<file path="src/rtl/pwr_pkg.sv">
package pwr_pkg;

    localparam int SIDE_W_DEF = 4;
    localparam int STOP_DELAY_DEF = 20;

    typedef enum logic [2:0] {
        PS_NORMAL      = 3'd0,
        PS_HALT        = 3'd1,
        PS_ACK_WAIT    = 3'd2,
        PS_ACK_DELAY   = 3'd3,
        PS_STOP_GRANT  = 3'd4,
        PS_GRANT_SNOOP = 3'd5
    } pwr_state_e;

    typedef struct packed {
        logic stop_n;
        logic halt;
        logic snoop_hit;
        logic snoop_done;
        logic brk;
        logic ack_resp;
    } pwr_req_t;

    // States in which a block reset keeps the current state
    function automatic logic holds_in_reset(pwr_state_e s);
        return s == PS_STOP_GRANT;
    endfunction

endpackage

</file>
<file path="src/rtl/pwr_delay_cnt.sv">
module pwr_delay_cnt #(
    parameter int DELAY = 20
) (
    input  logic clk,
    input  logic rst,
    input  logic start,
    input  logic run,
    output logic done
);
    localparam int CW = $clog2(DELAY + 1);
    localparam logic [CW-1:0] LAST = CW'(DELAY);

    logic [CW-1:0] cnt_q;

    always_ff @(posedge clk) begin
        if (rst) begin
            cnt_q <= '0;
        end else if (start) begin
            cnt_q <= CW'(1);
        end else if (run && !done) begin
            cnt_q <= cnt_q + CW'(1);
        end
    end

    assign done = (cnt_q == LAST);

endmodule

</file>
<file path="src/rtl/pwr_side_latch.sv">
module pwr_side_latch #(
    parameter int W = 4
) (
    input  logic         clk,
    input  logic         rst,
    input  logic         capture,
    input  logic         release_now,
    input  logic [W-1:0] side_in,
    output logic [W-1:0] side_rel
);
    logic [W-1:0] pend_q;
    logic [W-1:0] rel_q;

    for (genvar i = 0; i < W; i++) begin : g_bit
        logic pend_nxt;
        assign pend_nxt = pend_q[i] | (capture & side_in[i]);

        always_ff @(posedge clk) begin
            if (rst) begin
                pend_q[i] <= 1'b0;
                rel_q[i]  <= 1'b0;
            end else if (release_now) begin
                pend_q[i] <= 1'b0;
                rel_q[i]  <= pend_nxt;
            end else begin
                pend_q[i] <= pend_nxt;
                rel_q[i]  <= 1'b0;
            end
        end
    end

    assign side_rel = rel_q;

endmodule

</file>
<file path="src/rtl/pwr_fsm.sv">
module pwr_fsm
    import pwr_pkg::*;
(
    input  logic       clk,
    input  logic       rst,
    input  pwr_req_t   req,
    input  logic       delay_done,
    output pwr_state_e state_q,
    output logic       dly_start,
    output logic       dly_run,
    output logic       wake,
    output logic       ack_req
);
    pwr_state_e nxt;
    logic       ret_halt_q;
    logic       ret_halt_nxt;

    always_comb begin
        nxt          = state_q;
        ret_halt_nxt = ret_halt_q;
        dly_start    = 1'b0;
        case (state_q)
            PS_NORMAL: begin
                if (!req.stop_n) begin
                    nxt          = PS_ACK_WAIT;
                    ret_halt_nxt = 1'b0;
                end else if (req.halt) begin
                    nxt = PS_HALT;
                end
            end
            PS_HALT: begin
                if (!req.stop_n) begin
                    nxt          = PS_ACK_WAIT;
                    ret_halt_nxt = 1'b1;
                end else if (req.brk) begin
                    nxt = PS_NORMAL;
                end
            end
            PS_ACK_WAIT: begin
                if (req.ack_resp) begin
                    nxt       = PS_ACK_DELAY;
                    dly_start = 1'b1;
                end
            end
            PS_ACK_DELAY: begin
                if (delay_done) nxt = PS_STOP_GRANT;
            end
            PS_STOP_GRANT: begin
                if (req.stop_n) begin
                    nxt = ret_halt_q ? PS_HALT : PS_NORMAL;
                end else if (req.snoop_hit) begin
                    nxt = PS_GRANT_SNOOP;
                end
            end
            PS_GRANT_SNOOP: begin
                if (req.snoop_done) nxt = PS_STOP_GRANT;
            end
            default: nxt = PS_NORMAL;
        endcase
    end

    always_ff @(posedge clk) begin
        if (rst) begin
            ret_halt_q <= 1'b0;
            if (!holds_in_reset(state_q)) state_q <= PS_NORMAL;
        end else begin
            ret_halt_q <= ret_halt_nxt;
            state_q    <= nxt;
        end
    end

    assign dly_run = (state_q == PS_ACK_DELAY);
    assign ack_req = (state_q == PS_ACK_WAIT);
    assign wake    = (state_q != PS_NORMAL) && (nxt == PS_NORMAL);

endmodule

</file>
<file path="src/rtl/pwr_state_ctrl.sv">
module pwr_state_ctrl
    import pwr_pkg::*;
#(
    parameter int STOP_DELAY = STOP_DELAY_DEF,
    parameter int SIDE_W     = SIDE_W_DEF
) (
    input  logic              clk,
    input  logic              rst,
    input  logic              stop_req_n,
    input  logic              halt_req,
    input  logic              snoop_hit,
    input  logic              snoop_done,
    input  logic              break_evt,
    input  logic              ack_resp,
    input  logic [SIDE_W-1:0] side_in,
    output logic [2:0]        pwr_state,
    output logic              ack_cycle_req,
    output logic [SIDE_W-1:0] side_rel
);
    pwr_req_t   req;
    pwr_state_e st;
    logic       dly_start;
    logic       dly_run;
    logic       dly_done;
    logic       wake;

    assign req = '{stop_n:     stop_req_n,
                   halt:       halt_req,
                   snoop_hit:  snoop_hit,
                   snoop_done: snoop_done,
                   brk:        break_evt,
                   ack_resp:   ack_resp};

    pwr_fsm u_fsm (
        .clk        (clk),
        .rst        (rst),
        .req        (req),
        .delay_done (dly_done),
        .state_q    (st),
        .dly_start  (dly_start),
        .dly_run    (dly_run),
        .wake       (wake),
        .ack_req    (ack_cycle_req)
    );

    pwr_delay_cnt #(.DELAY(STOP_DELAY)) u_dly (
        .clk   (clk),
        .rst   (rst),
        .start (dly_start),
        .run   (dly_run),
        .done  (dly_done)
    );

    pwr_side_latch #(.W(SIDE_W)) u_side (
        .clk         (clk),
        .rst         (rst),
        .capture     (st != PS_NORMAL),
        .release_now (wake),
        .side_in     (side_in),
        .side_rel    (side_rel)
    );

    assign pwr_state = st;

endmodule

</file>
<file path="config.mk">
export PLATFORM = sky130hd
export DESIGN_NAME = pwr_state_ctrl
export DESIGN_NICKNAME = d
export VERILOG_FILES = /design/src/rtl/pwr_pkg.sv /design/src/rtl/pwr_delay_cnt.sv /design/src/rtl/pwr_side_latch.sv /design/src/rtl/pwr_fsm.sv /design/src/rtl/pwr_state_ctrl.sv
export SDC_FILE = /design/constraint.sdc
export NUM_CORES = 1
export LEC_CHECK = 0
export CAP_MARGIN = 20
export CORE_ASPECT_RATIO = 1.5
export CORE_MARGIN = 2
export CORE_UTILIZATION = 40
export CTS_BUF_LIST = sky130_fd_sc_hd__clkbuf_8
export DETAILED_ROUTE_END_ITERATION = 10
export GPL_TIMING_DRIVEN = 0
export PLACE_DENSITY = 0.65
export SYNTH_ARGS = -nofsm -noshare
export SYNTH_HDL_FRONTEND = slang
export SYNTH_HIERARCHICAL = 1
export SYNTH_SLANG_ARGS = --single-unit
export TNS_END_PERCENT = 100
</file>
<file path="constraint.sdc">
create_clock -name clk -period 3.2 [get_ports clk]
set_clock_uncertainty 0.05 [all_clocks]
set_input_delay 0.48 -clock clk [delete_from_list [all_inputs] [get_ports clk]]
set_output_delay 0.48 -clock clk [all_outputs]
set_load 0.05 [all_outputs]
</file>
### After elaboration in Yosys (flattened, before gate mapping)

Index checks and enable logic that the tools add are counted.

| word-level totals | value |
|---|---|
| register bits after elaboration | 17 |
| latch bits | 0 |
| RAM bits | 0 |
| bits in read-only memories | 0 |
| input port bits | 12 |
| output and inout bits | 8 |
| word-level logic and storage cells | 63 |
| memories | 0 |

| operators by class | value |
|---|---|
| $add $sub $neg | 1 |
| multiply operators | 0 |
| div/mod/pow operators | 0 |
| magnitude comparators | 0 |
| eq/ne operators | 9 |
| shift-type cells | 0 |
| mux-type cells | 20 |
| bitwise logic cells | 9 |
| reductions and logical operators | 12 |

Operator list:

| cell | count |
|---|---|
| 2-to-1 mux 3 bit | 11 |
| one-hot mux 3 bit (6 select lines) | 1 |
| 2-to-1 mux 1 bit | 7 |
| == test 3 x 2 -> 1 bit, second input constant | 2 |
| == test 3 bit, second input constant | 2 |
| logical NOT 3 bit | 2 |
| inequality test 2 bit, second input constant | 3 |
| OR reduction 2 bit | 3 |
| adder 5 x 1 -> 5 bit, second input constant | 1 |
| == test 5 bit, second input constant | 1 |
| AND 1 bit | 4 |
| OR 1 bit | 4 |
| nonzero test 2 bit | 2 |
| == test 3 x 1 -> 1 bit, second input constant | 1 |
| AND reduction 3 bit | 1 |
| nonzero test 3 bit | 1 |
| logical AND 1 bit | 2 |
| one-hot mux 1 bit (2 select lines) | 1 |
| logical NOT 1 bit | 1 |
| inverter 1 bit | 1 |

### Depth between registers and ports, before layout

| depth | value |
|---|---|
| depth in word-level cells | 7 |
| depth in mapped cells | 9 |
| depth with buffers taken out | 9 |

### Modules after synthesis

The synthesis kept the hierarchy.

Modules (own cells, without submodules):

| module | times used | cells an instance | area an instance (sq um) | sequential area each (sq um) |
|---|---|---|---|---|
| pwr_fsm | 1 | 34 | 360.3 | 110.1 |
| pwr_delay_cnt | 1 | 30 | 264.0 | 100.1 |
| pwr_side_latch | 1 | 21 | 229.0 | 160.2 |
| pwr_state_ctrl | 1 | 1 | 6.3 | 0.0 |

### Worst setup path after synthesis

Ideal clock, no wire load.

| timing path | value |
|---|---|
| path type | register -> output |
| start | register u_fsm.state_q[1] |
| end | output ack_cycle_req |
| arrival time | 1997 ps |
| required time | 2670 ps |
| slack | 673 ps |
| stages on the path, launching flop included | 3 |
| buffers on the path | 0 |
| path through | edfxtp_1 > inv_1 > nor3_1 |

| on the way | value |
|---|---|
| longest elaborated chain between the ends | 1 |

Ends and longest elaborated chain:

| element | RTL line | source |
|---|---|---|
| from (decl) | pwr_fsm.sv:8 | `output pwr_state_e state_q,` |
| from (signal assigned) | pwr_fsm.sv:68 | `state_q <= nxt;` |
| == test 3 x 2 -> 1 bit | pwr_fsm.sv:73 | `assign ack_req = (state_q == PS_ACK_WAIT);` |
| to (decl) | pwr_state_ctrl.sv:17 | `output logic ack_cycle_req,` |

Every way passes these cells.

### Worst setup path in the final report

| timing path | value |
|---|---|
| start | input stop_req_n |
| end | register u_side.pend_q[2] |

| on the way | value |
|---|---|
| longest elaborated chain between the ends | 5 |
| elaborated cells on any way between the ends | 7 |
| classes of those cells | mux (4); reduce/logical (3) |

Ends and longest elaborated chain:

| element | RTL line | source |
|---|---|---|
| from (decl) | pwr_state_ctrl.sv:9 | `input logic stop_req_n,` |
| 2-to-1 mux 3 bit (on tied branches) | pwr_fsm.sv:49, pwr_fsm.sv:24, pwr_fsm.sv:32 |  |
| one-hot mux 3 bit (6 select lines) * | pwr_fsm.sv:22 | `case (state_q)` |
| logical NOT 3 bit * | pwr_fsm.sv:74 | `assign wake = (state_q != PS_NORMAL) && (nxt == PS_NORMAL);` |
| logical AND 1 bit * | pwr_fsm.sv:74 |  |
| via wake | pwr_state_ctrl.sv:25 | `logic wake;` |
| OR reduction 2 bit (no line) * | n/a |  |
| to (signal, indexed assignment) | pwr_side_latch.sv:26 | `pend_q[i] <= pend_nxt;` |
| to (decl) | pwr_side_latch.sv:11 | `logic [W-1:0] pend_q;` |

Mark *: on every way through the listed nets, which the timed path passes. The rest lies on a longest branch.
A chain may end at the register's enable or synchronous reset.

==> flow_metrics.py <==
metrics = {
    "synth": {
        "ys_async_sr_fraction_pct": 0,
        "postSynthNetCount": 100,
        "synth.cell_area_sq_um": 860,
        "ys_ff_latch": 17,
        "post_synth_inst_count": 86,
        "synthDistinctLibCells": 38,
        "synth_seq_area_share_pct": 43.1,
        "ys_dominant_reg_cell": "dfxtp_1",
        "avgSynthCellArea_sq_um": 10.0,
        "count_of_warnings_emitted_by_yosys": 6,
        "synth_enable_flop_cells": 3,
    },
    "floorplan": {
        "ios": 20,
        "start_util_pct": 42.4,
        "floorplan.die.height_microns": 60.8,
        "die-width_microns": 41.9,
        "placeableCoreArea_sq_um": 2030,
        "num_rows": 20,
        "floorplan.die_area_sq_um": 2540,
    },
    "power": {
        "vdd.ir_drop.worst_v": 0.000353,
        "cellPowerDensity_nw_per_um2": 409,
        "power.leakage_nw": 0.453,
    },
    "routing": {
        "routedWlPerCell_microns": 12.2,
        "1st_iter_drt_viols": 14,
        "detailedRoute.firstPassIterationCount": 3,
        "routed_wl_microns": 1600,
        "drt-vias-per-instance": 5.34,
        "via_count": 699,
        "antenna_violating_nets_post_route": 0,
        "drc": 0,
    },
    "clocking": {
        "clkTransAtPathRegs_ns": 0.06,
        "postCtsResizedCells": 0,
        "post_cts.repair.setup_buffers": 0,
        "cts_inserted_buffers": 3,
        "cts_root_buf": "clkbuf_8",
        "clkSinkCount": 17,
        "cts_hold_repair.buffers": 0,
        "cts_buffer_depth": 2,
        "cts.htree.levels": 1,
        "worst_skew_pair.late_latency_ns": 0.24,
        "tritoncts": "yes",
    },
    "layout": {
        "fillerInstances": 187,
        "post_route_cells_drive_above_1_share_pct": 11.9,
        "antenna_cells_inserted": 0,
        "layout-area-overhead-vs-synth_pct": 30.6,
        "final_net_count": 124,
        "multi_input_comb_area_sq_um": 437,
        "seqCellArea_sq_um": 370,
        "final_core_utilization_pct": 55.4,
        "final_cell_area_sq_um": 1120,
    },
    "sta": {
        "setup_total_negative_slack_ns": 0,
        "max_freq_mhz": 404,
        "setup-violations-final": 0,
        "max_slew_margin_pct": 46.3,
        "minimum_clock_period_after_layout_ns": 2.47,
        "timing_worst_slew_pin_value_ns": 0.804,
        "rsz0062_at_grt": "no",
        "hold_viol_final": 0,
        "timing.final.max_slew_violations": 0,
        "period_share_pct": 77.3,
        "fin_ws_ns": 0.728,
        "hold_ws_ns": 0.404,
    },
    "placed_design": {
        "pre_cts_slack_ns": 0.467,
        "finalWeightedCongestion": 0.755,
        "port_buffers": 19,
        "dp_hpwl_microns": 1200,
        "detailed_place.area_sq_um": 1080,
    },
    "setup_path": {
        "worst_ep_required_time_ns": 3.24,
        "cp-start-kind": "input port",
        "worst_setup_path_end_kind": "flop",
        "signal_arrival_time_at_the_worst_endpoint_ns": 2.52,
        "cp_cell_sequence": "clkdlybuf4s50_1 > mux2_1 > a221o_1 > a2111oi_2 > nor3_1",
        "timing.critical_path.slowest_stage_cell": "a2111oi_2",
        "worst_path_largest_cell_delay_ns": 0.64,
        "worst-setup-path-type": "in2reg",
        "path_max_fanout": 5,
    },
    "outcome": {
        "status": "completed",
    },
    "global_routing": {
        "largest_net_degree_at_the_start_of_global_routing": 16,
        "via_count_of_the_first_global_routing_pass": 651,
        "grt_remaining_overflow": 0,
        "grt_antenna_before_repair": 0,
        "grt_use_total_pct": 14.7,
        "grt_pass1_wl_microns": 2840,
    },
    "hold_path": {
        "kind_of_path_behind_the_tightest_hold_check": "reg2reg",
    },
    "flow_run": {
        "drv.max_cap_violation_count": 0,
    },
}
[critical path, delay by kind of cell]
family / cells / cell delay (ns)
multiplexers: 1 / 0.34
AO/OA/AOI/OAI: 2 / 1.00
AND/OR/NAND/NOR: 1 / 0.14
buffers and inverters: 1 / 0.55
[cell type report]
cell class	instances	area share [%]
timing repair buffer	19	16.9
clock buffer	3	3.68
buffer	2	1.67
tap	22	2.45
sequential	17	33.0
inverter	9	3.01
clock inverter	1	0.334
multi-input combinational	58	38.9
[synthesized netlist by cell type, types with 2 or more instances]
library cell	n	area, sq um
a21oi_1	6	30.0
dfxtp_1	14	280
edfxtp_1	3	90.1
ha_1	2	25.0
inv_1	8	30.0
nand2_1	2	7.51
nand3_1	2	10.0
nand4_1	2	12.5
nor2_1	7	26.3
nor3_1	8	40.0
nor4_1	2	12.5
o31a_1	2	17.5
or2b_1	2	15.0
or3_1	2	12.5
[power breakdown]
group / internal, mW / switching (mW) / leakage, nW
logic: 0.0363 / 0.0396 / 0.277
registers: 0.226 / 0.00658 / 0.149
clock network: 0.0848 / 0.0657 / 0.0269
total: 0.347 / 0.112 / 0.453
[metal layers]
layer | wire, microns | track usage (%) | vias to the layer above
met1 | 708 | 17.6 | 320
met3 | 77 | 4.46 | 2
met5 | 0 | 0 | -
met2 | 799 | 23.4 | 15
li1 | - | - | 362
met4 | 19 | 8.29 | 0
[registers in the layout (all words and copies together), names as in the netlist]
name	count
u_dly/cnt_q	5
u_side/side_rel	4
u_fsm/ret_halt_q	1
u_side/pend_q	4
u_fsm/state_q	3
[logic make-up after synthesis]
| logic type | count (synthesis) | synth area share (%) |
|---|---|---|
| adder cells (fa/ha/maj) | 2 | 2.91 |
| AND/OR/NAND/NOR | 37 | 27.7 |
| XOR/XNOR | 1 | 1.02 |
| multiplexers | 2 | 2.47 |
| flip-flops | 17 | 43.1 |
| AO/OA/AOI/OAI | 16 | 16.7 |
| buffers and inverters | 11 | 6.11 |
[path summary, 6_finish.rpt]
path | startpoint | to | slack, ns | cells after the start
min | u_side/pend_q[3]$_SDFF_PP0_ | u_side/side_rel[3]$_SDFF_PP0_ | 0.40 | 2
max | stop_req_n | u_side/pend_q[2]$_SDFF_PP0_ | 0.73 | 5
min reg2reg | u_side/pend_q[3]$_SDFF_PP0_ | u_side/side_rel[3]$_SDFF_PP0_ | 0.40 | 2
max reg2reg | u_dly/cnt_q[0]$_SDFFE_PP0P_ | u_side/pend_q[2]$_SDFF_PP0_ | 0.98 | 8
[layout by cell type (no fill, tap or decap), types with 2 or more instances in the layout]
cell type and count:
a21oi_1 6, clkbuf_8 3, clkdlybuf4s50_1 19, dfxtp_1 14, edfxtp_1 3, ha_1 2, inv_1 9, nand2_1 2
nand3_1 2, nand4_1 2, nor2_1 7, nor3_1 8, nor4_1 2, o31a_1 2, or2b_1 2, or3_1 2
[through the flow]
step,std cells,power (mW)
after global routing,131,0.484
after global placement,127,0.313
after CTS,131,0.466
final,131,0.459
after detailed placement,127,0.314
after floorplan,86,0.284
No activity file was read; power rests on OpenSTA's default activity.
